[config.mk]
export PLATFORM = sky130hd
export DESIGN_NAME = ctrblk_gen
export DESIGN_NICKNAME = d
export VERILOG_FILES = /design/src/rtl/ctrblk_pkg.sv /design/src/rtl/ctrblk_iv_stage.sv /design/src/rtl/ctrblk_width_sel.sv /design/src/rtl/ctrblk_incr.sv /design/src/rtl/ctrblk_limit.sv /design/src/rtl/ctrblk_gen.sv
export SDC_FILE = /design/constraint.sdc
export NUM_CORES = 1
export LEC_CHECK = 0
export ABC_AREA = 1
export BUFFER_PORTS_ARGS = -buffer_cell sky130_fd_sc_hd__buf_2
export CAP_MARGIN = 20
export CORE_UTILIZATION = 45
export CTS_BUF_LIST = sky130_fd_sc_hd__clkbuf_8
export CTS_CLUSTER_DIAMETER = 100
export CTS_CLUSTER_SIZE = 16
export DETAILED_ROUTE_END_ITERATION = 10
export GPL_ROUTABILITY_DRIVEN = 0
export GPL_TIMING_DRIVEN = 0
export PLACE_DENSITY = 0.6
export SYNTH_ARGS = -nofsm -noshare
export SYNTH_HDL_FRONTEND = slang
export SYNTH_HIERARCHICAL = 1
export SYNTH_SLANG_ARGS = --single-unit
export TNS_END_PERCENT = 100
[constraint.sdc]
create_clock -name clk -period 3.97 [get_ports clk]
set_clock_uncertainty 0.05 [all_clocks]
set_input_delay 0 -clock clk [delete_from_list [all_inputs] [get_ports clk]]
set_output_delay 0 -clock clk [all_outputs]
set_load 0.01 [all_outputs]
[src/rtl/ctrblk_pkg.sv]
package ctrblk_pkg;
   typedef enum logic [1:0] {
      CTRM_GEN = 2'd0,
      CTRM_INT = 2'd1,
      CTRM_GAL = 2'd2,
      CTRM_ALT = 2'd3
   } ctr_mode_e;

   typedef struct packed {
      ctr_mode_e  mode;
      logic [1:0] wsel;
   } ctr_cfg_t;
endpackage

[src/rtl/ctrblk_iv_stage.sv]
module ctrblk_iv_stage #(
   parameter int BLK_W  = 128,
   parameter int WORD_W = 32,
   localparam int NWORDS = BLK_W / WORD_W,
   localparam int IDX_W  = (NWORDS > 1) ? $clog2(NWORDS) : 1
) (
   input  logic              clk,
   input  logic              rst_n,
   input  logic              wr_i,
   input  logic [IDX_W-1:0]  idx_i,
   input  logic [WORD_W-1:0] data_i,
   output logic [BLK_W-1:0]  iv_o
);
   for (genvar w = 0; w < NWORDS; w++) begin : g_word
      logic [WORD_W-1:0] word_q;
      always_ff @(posedge clk or negedge rst_n) begin
         if (!rst_n)
            word_q <= '0;
         else if (wr_i && (idx_i == IDX_W'(w)))
            word_q <= data_i;
      end
      assign iv_o[w*WORD_W +: WORD_W] = word_q;
   end
endmodule

[src/rtl/ctrblk_width_sel.sv]
module ctrblk_width_sel
   import ctrblk_pkg::*;
#(
   parameter int BLK_W = 128,
   parameter int CW0   = 32,
   parameter int CW1   = 64,
   parameter int CW2   = 128,
   parameter int CW3   = 192,
   parameter int INT_W = 16,
   parameter int GAL_W = 32,
   localparam int NW_W = $clog2(BLK_W + 1) + 1
) (
   input  ctr_cfg_t         cfg_i,
   output logic [BLK_W-1:0] mask_o
);
   logic [NW_W-1:0] width_w;

   function automatic logic [NW_W-1:0] clip(input int n);
      return (n > BLK_W) ? NW_W'(BLK_W) : NW_W'(n);
   endfunction

   always_comb begin
      unique case (cfg_i.mode)
         CTRM_INT: width_w = clip(INT_W);
         CTRM_GAL: width_w = clip(GAL_W);
         default: begin
            unique case (cfg_i.wsel)
               2'd0:    width_w = clip(CW0);
               2'd1:    width_w = clip(CW1);
               2'd2:    width_w = clip(CW2);
               default: width_w = clip(CW3);
            endcase
         end
      endcase
   end

   for (genvar b = 0; b < BLK_W; b++) begin : g_bit
      assign mask_o[b] = (NW_W'(b) < width_w);
   end
endmodule

[src/rtl/ctrblk_incr.sv]
module ctrblk_incr #(
   parameter int BLK_W = 128
) (
   input  logic [BLK_W-1:0] cur_i,
   input  logic [BLK_W-1:0] mask_i,
   output logic [BLK_W-1:0] nxt_o,
   output logic             roll_o
);
   logic [BLK_W-1:0] sum_w;

   always_comb begin
      sum_w  = cur_i + BLK_W'(1);
      nxt_o  = (cur_i & ~mask_i) | (sum_w & mask_i);
      roll_o = &(cur_i | ~mask_i);
   end
endmodule

[src/rtl/ctrblk_limit.sv]
module ctrblk_limit #(
   parameter longint unsigned LIMIT = 64'd4294967294,
   localparam int CNT_W = $clog2(LIMIT + 1)
) (
   input  logic clk,
   input  logic rst_n,
   input  logic start_i,
   input  logic step_i,
   output logic full_o,
   output logic err_o
);
   logic [CNT_W-1:0] cnt_q;

   assign full_o = (cnt_q == CNT_W'(LIMIT));

   always_ff @(posedge clk or negedge rst_n) begin
      if (!rst_n) begin
         cnt_q <= '0;
         err_o <= 1'b0;
      end else if (start_i) begin
         cnt_q <= CNT_W'(1);
         err_o <= 1'b0;
      end else if (step_i) begin
         if (full_o)
            err_o <= 1'b1;
         else
            cnt_q <= cnt_q + CNT_W'(1);
      end
   end
endmodule

[src/rtl/ctrblk_gen.sv]
module ctrblk_gen
   import ctrblk_pkg::*;
#(
   parameter int BLK_W  = 128,
   parameter int WORD_W = 32,
   parameter int CW0    = 32,
   parameter int CW1    = 64,
   parameter int CW2    = 128,
   parameter int CW3    = 192,
   parameter int INT_W  = 16,
   parameter int GAL_W  = 32,
   parameter longint unsigned GAL_LIMIT = 64'd4294967294,
   localparam int NWORDS = BLK_W / WORD_W,
   localparam int IDX_W  = (NWORDS > 1) ? $clog2(NWORDS) : 1
) (
   input  logic              clk,
   input  logic              rst_n,
   input  logic              iv_wr_i,
   input  logic [IDX_W-1:0]  iv_idx_i,
   input  logic [WORD_W-1:0] iv_data_i,
   input  logic [1:0]        mode_i,
   input  logic [1:0]        wsel_i,
   input  logic              start_i,
   input  logic              adv_i,
   output logic [BLK_W-1:0]  blk_o,
   output logic              valid_o,
   output logic              wrap_o,
   output logic              err_o
);
   if (BLK_W % WORD_W != 0) begin : g_bad_words
      $error("BLK_W must be a multiple of WORD_W");
   end
   if (INT_W < 1 || GAL_W < 1 || CW0 < 1 || CW1 < 1 || CW2 < 1 || CW3 < 1) begin : g_bad_width
      $error("counter widths must be positive");
   end
   if (GAL_LIMIT < 1) begin : g_bad_limit
      $error("GAL_LIMIT must be at least one");
   end

   logic [BLK_W-1:0] iv_w;
   logic [BLK_W-1:0] act_mask;
   logic [BLK_W-1:0] nxt_w;
   logic             roll_w;
   logic             full_w;
   ctr_cfg_t         cfg_q;
   logic             is_gal;
   logic             step_ok;
   logic             held;

   ctrblk_iv_stage #(.BLK_W(BLK_W), .WORD_W(WORD_W)) u_iv (
      .clk(clk), .rst_n(rst_n), .wr_i(iv_wr_i), .idx_i(iv_idx_i),
      .data_i(iv_data_i), .iv_o(iv_w)
   );

   ctrblk_width_sel #(
      .BLK_W(BLK_W), .CW0(CW0), .CW1(CW1), .CW2(CW2), .CW3(CW3),
      .INT_W(INT_W), .GAL_W(GAL_W)
   ) u_wsel (
      .cfg_i(cfg_q), .mask_o(act_mask)
   );

   ctrblk_incr #(.BLK_W(BLK_W)) u_inc (
      .cur_i(blk_o), .mask_i(act_mask), .nxt_o(nxt_w), .roll_o(roll_w)
   );

   assign is_gal  = (cfg_q.mode == CTRM_GAL);
   assign step_ok = valid_o && adv_i && !start_i;
   assign held    = is_gal && (full_w || err_o);

   ctrblk_limit #(.LIMIT(GAL_LIMIT)) u_lim (
      .clk(clk), .rst_n(rst_n), .start_i(start_i),
      .step_i(step_ok && is_gal), .full_o(full_w), .err_o(err_o)
   );

   always_ff @(posedge clk or negedge rst_n) begin
      if (!rst_n) begin
         blk_o   <= '0;
         valid_o <= 1'b0;
         wrap_o  <= 1'b0;
         cfg_q   <= '{mode: CTRM_GEN, wsel: 2'd0};
      end else if (start_i) begin
         blk_o   <= iv_w;
         valid_o <= 1'b1;
         wrap_o  <= 1'b0;
         cfg_q   <= '{mode: ctr_mode_e'(mode_i), wsel: wsel_i};
      end else if (step_ok && !held) begin
         blk_o  <= nxt_w;
         wrap_o <= roll_w;
      end else begin
         wrap_o <= 1'b0;
      end
   end
endmodule

==> results.md <==
Power:
- The share of total power dissipated in sequential elements is 48.3%.
- Of the total power, the share spent switching nets is 39.8%.
- Of the total power, combinational logic draws 31.5%.
- The internal cell power is 5090 µW.
- The cell leakage power is 0.0126 µW.
- Per report_power, the clock group accounts for 20.2% of the total.
- In this run the power density over the cells is 343 nW/µm².
- The net load switching power is 3360 µW.
- Across the VDD grid, the largest voltage drop is 257 µV.

Critical path:
- On the worst path, the slowest cell contributes a delay of 0.72 ns.
- The buffering stage count on the worst path with inverters included is 4.
- The arrival time at the worst endpoint is 3.98 ns.
- The critical path goes through inv_1, ha_1, nand2_2, nand2_2, nor2_2, nor2_2, buf_4, inv_1, o21ai_0, nor2_1, nand4_1, nor2_1, nand2_1, nor2_1, inv_1, nor2_1.
- Data on the critical path is required at its endpoint by 4.45 ns.
- The startpoint type of the worst setup path is a flop.
- The largest individual stage delay along the critical path comes from the cell sky130_fd_sc_hd__nor2_2.
- The highest net fanout along the worst path is 17.
- In this run the critical register-to-register path is captured at wrap_o$_DFF_PN0_.
- The cell that appears most often on the critical path is sky130_fd_sc_hd__nor2_1.
- STA classifies the critical path endpoint as a flop.
- In this design, the largest share of critical-path delay is due to simple AND/OR/NAND/NOR gates.
- The setup slack of the worst register-to-register path is 0.47 ns.
- The number of cells on the worst reg-to-reg path is 16.
- The worst setup path is of the flop to flop kind.
- The launch instance of the worst register-to-register path is cfg_q[2]$_DFFE_PN0P_.

STA:
- Setup repair after global routing left no endpoint under its margin.
- Setup violations remaining at the end of the flow were counted as 0.
- Dividing the final minimum period by the clock period gives 88.1%.
- Headroom to the max-slew limit came out at 36.9%.
- For the pin with the worst max-slew slack, the measured transition is 0.946 ns.
- The final hold violation count came to 0.
- Across all hold checks on the routed design, the worst slack comes to 0.0337 ns.
- For the finished layout, the period the worst path requires is 3.50 ns.
- Timing would allow up to 0.286 GHz.
- The max-slew violation count came to 0.

Synth:
- Yosys attributes the largest share of cell area to sky130_fd_sc_hd__dfrtp_1 34%, sky130_fd_sc_hd__nand2_1 29%, sky130_fd_sc_hd__nand3_1 7.0%, sky130_fd_sc_hd__nor2_1 6.4%, sky130_fd_sc_hd__buf_4 4.7%.
- Of the post-synthesis cell area, the dominant cell type holds 33.7%.
- The register area share after synthesis is 33.7%.
- The number of unique standard cell types used by synthesis is 42.
- The number of flops mapped to enable cells by yosys is 0.
- The proportion of synthesized flip-flops having asynchronous set or reset is 100%.
- The post-synthesis instance total is 3541.
- For this run, the leading register cell type out of synthesis is sky130_fd_sc_hd__dfrtp_1.
- The number of synthesis warnings is 6.
- The cell taking the most area after synthesis is sky130_fd_sc_hd__dfrtp_1.
- The synthesized area per cell is 6.18 µm².
- By count the netlist is led by 1681 x sky130_fd_sc_hd__nand2_1, 372 x sky130_fd_sc_hd__nor2_1, 308 x sky130_fd_sc_hd__nand3_1.
- The synthesized cell area is 21900 µm².
- The number of register bits inferred by synthesis is 295.
- By instance count, the leading cell after synthesis is sky130_fd_sc_hd__nand2_1.

CTS:
- For the worst-skew pair, the clock arrives at the later sink with an insertion delay of 0.66 ns.
- The clock tree from TritonCTS is built.
- The clock slew seen by the registers of the worst setup and hold paths is 0.10 ns.
- The largest buffer count on any clock path is 3.
- The clock sink count is 295.
- In this run, CTS created clock tree buffers numbering 23.
- The number of levels the H-tree was split into is 1.
- The tree is rooted in a sky130_fd_sc_hd__clkbuf_8.

Floorplan:
- The floorplan step defined a core boundary enclosing 47800 µm².
- The initial utilization of the core area, before any placement, comes to 45.8%.
- The I/O pin total is 174.
- The die outline height is 223 µm.
- In this run the horizontal extent of the chip is 223 µm.
- The die covers 49600 µm².
- The floorplan has 80 rows.

Run status:
- The run finished with clean final reports.

Routing:
- The aggregate routed wire length is 89300 µm.
- After detailed routing, the number of vias per cell comes to 5.43.
- The total via count after detailed routing is 24058.
- For this run, the detailed router's first-pass iteration total came to 8.
- Dividing the detail-routed wire length by the instance count gives 20.1 µm.
- The detailed router finished its first iteration with 2723 violations.
- The count of nets left with antenna violations once routing finished came out at 0.
- The number of remaining DRC errors is 0.

Worst hold path:
- The endpoint with the worst hold slack is cfg_q[2]$_DFFE_PN0P_.
- The worst hold path begins at mode_i[0].
- The number of cells traversed by the worst hold path is 4.
- In this run the worst hold path is classified as input pin to flop.

Cells and area:
- The final cell count without fillers is 4432.
- Of the cells placed in the final design, the portion with a size suffix greater than 1 is 13.2%.
- The final layout contains 3859 nets.
- Relative to the synthesized area, the layout overhead comes to 12.4%.
- The post-route standard cell area excluding fillers is 24600 µm².

Global route:
- The largest net degree at the start of global routing is 101.
- Global routing used 35.5% of the available tracks across all layers.
- The number of antenna violations at the first check in global routing is 3.
- The number of global-route vias before repair is 22383.
- The total overflow left after global routing is 0.
- The first global-routing pass estimated 132000 µm of wire.

Place:
- The final HPWL from detailed placement is 70800 µm.
- The cell area reported after detailed placement is 23700 µm².
- In this run the tool buffered the top-level ports with 172 buffer cells.
- The post-placement cell count is 4346.

Run:
- Max-cap violations in this run came to 0.
flip-flops by register name (all words and copies together) (netlist names):
register,cells
wrap_o,1
u_lim/cnt_q,32
valid_o,1
u_lim/err_o,1
u_iv/g_word.word_q,128
cfg_q,4
blk_o,128
cells in the final DEF (no fill, tap or decap), types with 2 or more instances in the layout:
master / instances
sky130_fd_sc_hd__nand2_1: 1681
sky130_fd_sc_hd__nor2_1: 372
sky130_fd_sc_hd__nand3_1: 308
sky130_fd_sc_hd__dfrtp_1: 295
sky130_fd_sc_hd__inv_1: 259
sky130_fd_sc_hd__buf_2: 253
sky130_fd_sc_hd__nand4_1: 148
sky130_fd_sc_hd__buf_4: 138
sky130_fd_sc_hd__xor2_1: 61
sky130_fd_sc_hd__dlygate4sd3_1: 53
sky130_fd_sc_hd__nor2_2: 25
sky130_fd_sc_hd__clkbuf_1: 24
sky130_fd_sc_hd__clkbuf_8: 23
sky130_fd_sc_hd__nand3b_1: 21
sky130_fd_sc_hd__conb_1: 16
sky130_fd_sc_hd__nor2_4: 15
sky130_fd_sc_hd__o21ai_0: 12
sky130_fd_sc_hd__nand2_2: 12
sky130_fd_sc_hd__nor3_1: 12
sky130_fd_sc_hd__xnor2_1: 10
sky130_fd_sc_hd__or2_2: 7
sky130_fd_sc_hd__o22ai_1: 7
sky130_fd_sc_hd__o211ai_1: 6
sky130_fd_sc_hd__ha_1: 6
sky130_fd_sc_hd__and2_1: 5
sky130_fd_sc_hd__nand2_4: 5
sky130_fd_sc_hd__buf_8: 4
sky130_fd_sc_hd__clkinv_4: 3
sky130_fd_sc_hd__buf_16: 3
sky130_fd_sc_hd__nand3_2: 3
sky130_fd_sc_hd__and3_1: 3
sky130_fd_sc_hd__o21bai_1: 3
sky130_fd_sc_hd__diode_2: 2
sky130_fd_sc_hd__nor4_1: 2
sky130_fd_sc_hd__inv_2: 2
sky130_fd_sc_hd__nor3b_1: 2
sky130_fd_sc_hd__a21oi_1: 2
sky130_fd_sc_hd__buf_1: 2
worst max-delay path by stage:
| stage | from | endpoint | cells past startpoint |
|---|---|---|---|
| finish | cfg_q[2]$_DFFE_PN0P_ | wrap_o$_DFF_PN0_ | 16 |
| global route | cfg_q[2]$_DFFE_PN0P_ | wrap_o$_DFF_PN0_ | 16 |
| CTS | cfg_q[2]$_DFFE_PN0P_ | wrap_o$_DFF_PN0_ | 16 |
| detailed placement | cfg_q[2]$_DFFE_PN0P_ | wrap_o$_DFF_PN0_ | 16 |
| global placement | rst_n | u_lim/cnt_q[23]$_DFFE_PN0P_ | 1 |
| floorplan | cfg_q[3]$_DFFE_PN0P_ | blk_o[79]$_DFFE_PN0P_ | 14 |
area by class of cell:
cell class	instances	area (µm²)
Sequential cell	295	7380
Timing Repair Buffer	229	1500
Fill cell	5065	23200
Antenna cell	2	5.00
Tap cell	615	769
Clock inverter	7	75.1
Inverter	262	991
Clock buffer	23	317
Multi-Input combinational cell	2749	12000
Buffer	250	1590
logic make-up after synthesis:
| group | synth area share (%) |
|---|---|
| xor gates and xnor gates | 2.84 |
| adders and majority gates | 0.343 |
| other | 0.0171 |
| and+or+nand+nor | 50.4 |
| buffers and inverters | 11.8 |
| DFF | 33.7 |
| AOI/OAI and AO/OA | 0.886 |
power groups by stage:
stage                     sequential [µW]  clock [µW]  combinational [µW]
after floorplan                      4000           0                1610
after global placement               4100           0                2520
after detailed placement             4120           0                2570
after CTS                            4060        1760                2620
after global routing                 4130        1850                2940
final                                4080        1710                2660
worst min-delay path, stage by stage:
cell                            delay (ns)
sky130_fd_sc_hd__dlygate4sd3_1        0.52
sky130_fd_sc_hd__buf_2                0.09
sky130_fd_sc_hd__nand2_1              0.04
sky130_fd_sc_hd__nand2_1              0.05
through the flow:
step / setup WS [ns] / setup TNS [ns] / util, % / total power [µW]
finish: 0.471 / 0 / 51.5 / 8450
floorplan: 1.18 / 0 / - / 5600
detailed placement: 0.567 / 0 / 49.5 / 6680
global route: 0.328 / 0 / 51.5 / 8920
global placement: -2.73 / -789.97 / 49.3 / 6620
CTS: 0.547 / 0 / 51.5 / 8440
layer usage:
layer	wire, µm	track usage (%)	part of all wire, %
met2	38100	54.4	43
met1	36700	46.8	41
met5	13	0	0.015
met4	6180	20.3	6.9
met3	8260	6.59	9.2
repair_timing:
item / CTS / global route
gates resized for setup: 0 / 0
setup endpoints to repair: 0 / 0
buffers inserted: 0 / 0
hold buffers: 54 / 0
endpoints found under the hold margin: 252 / 0
Power figures use the tool's default switching activity.
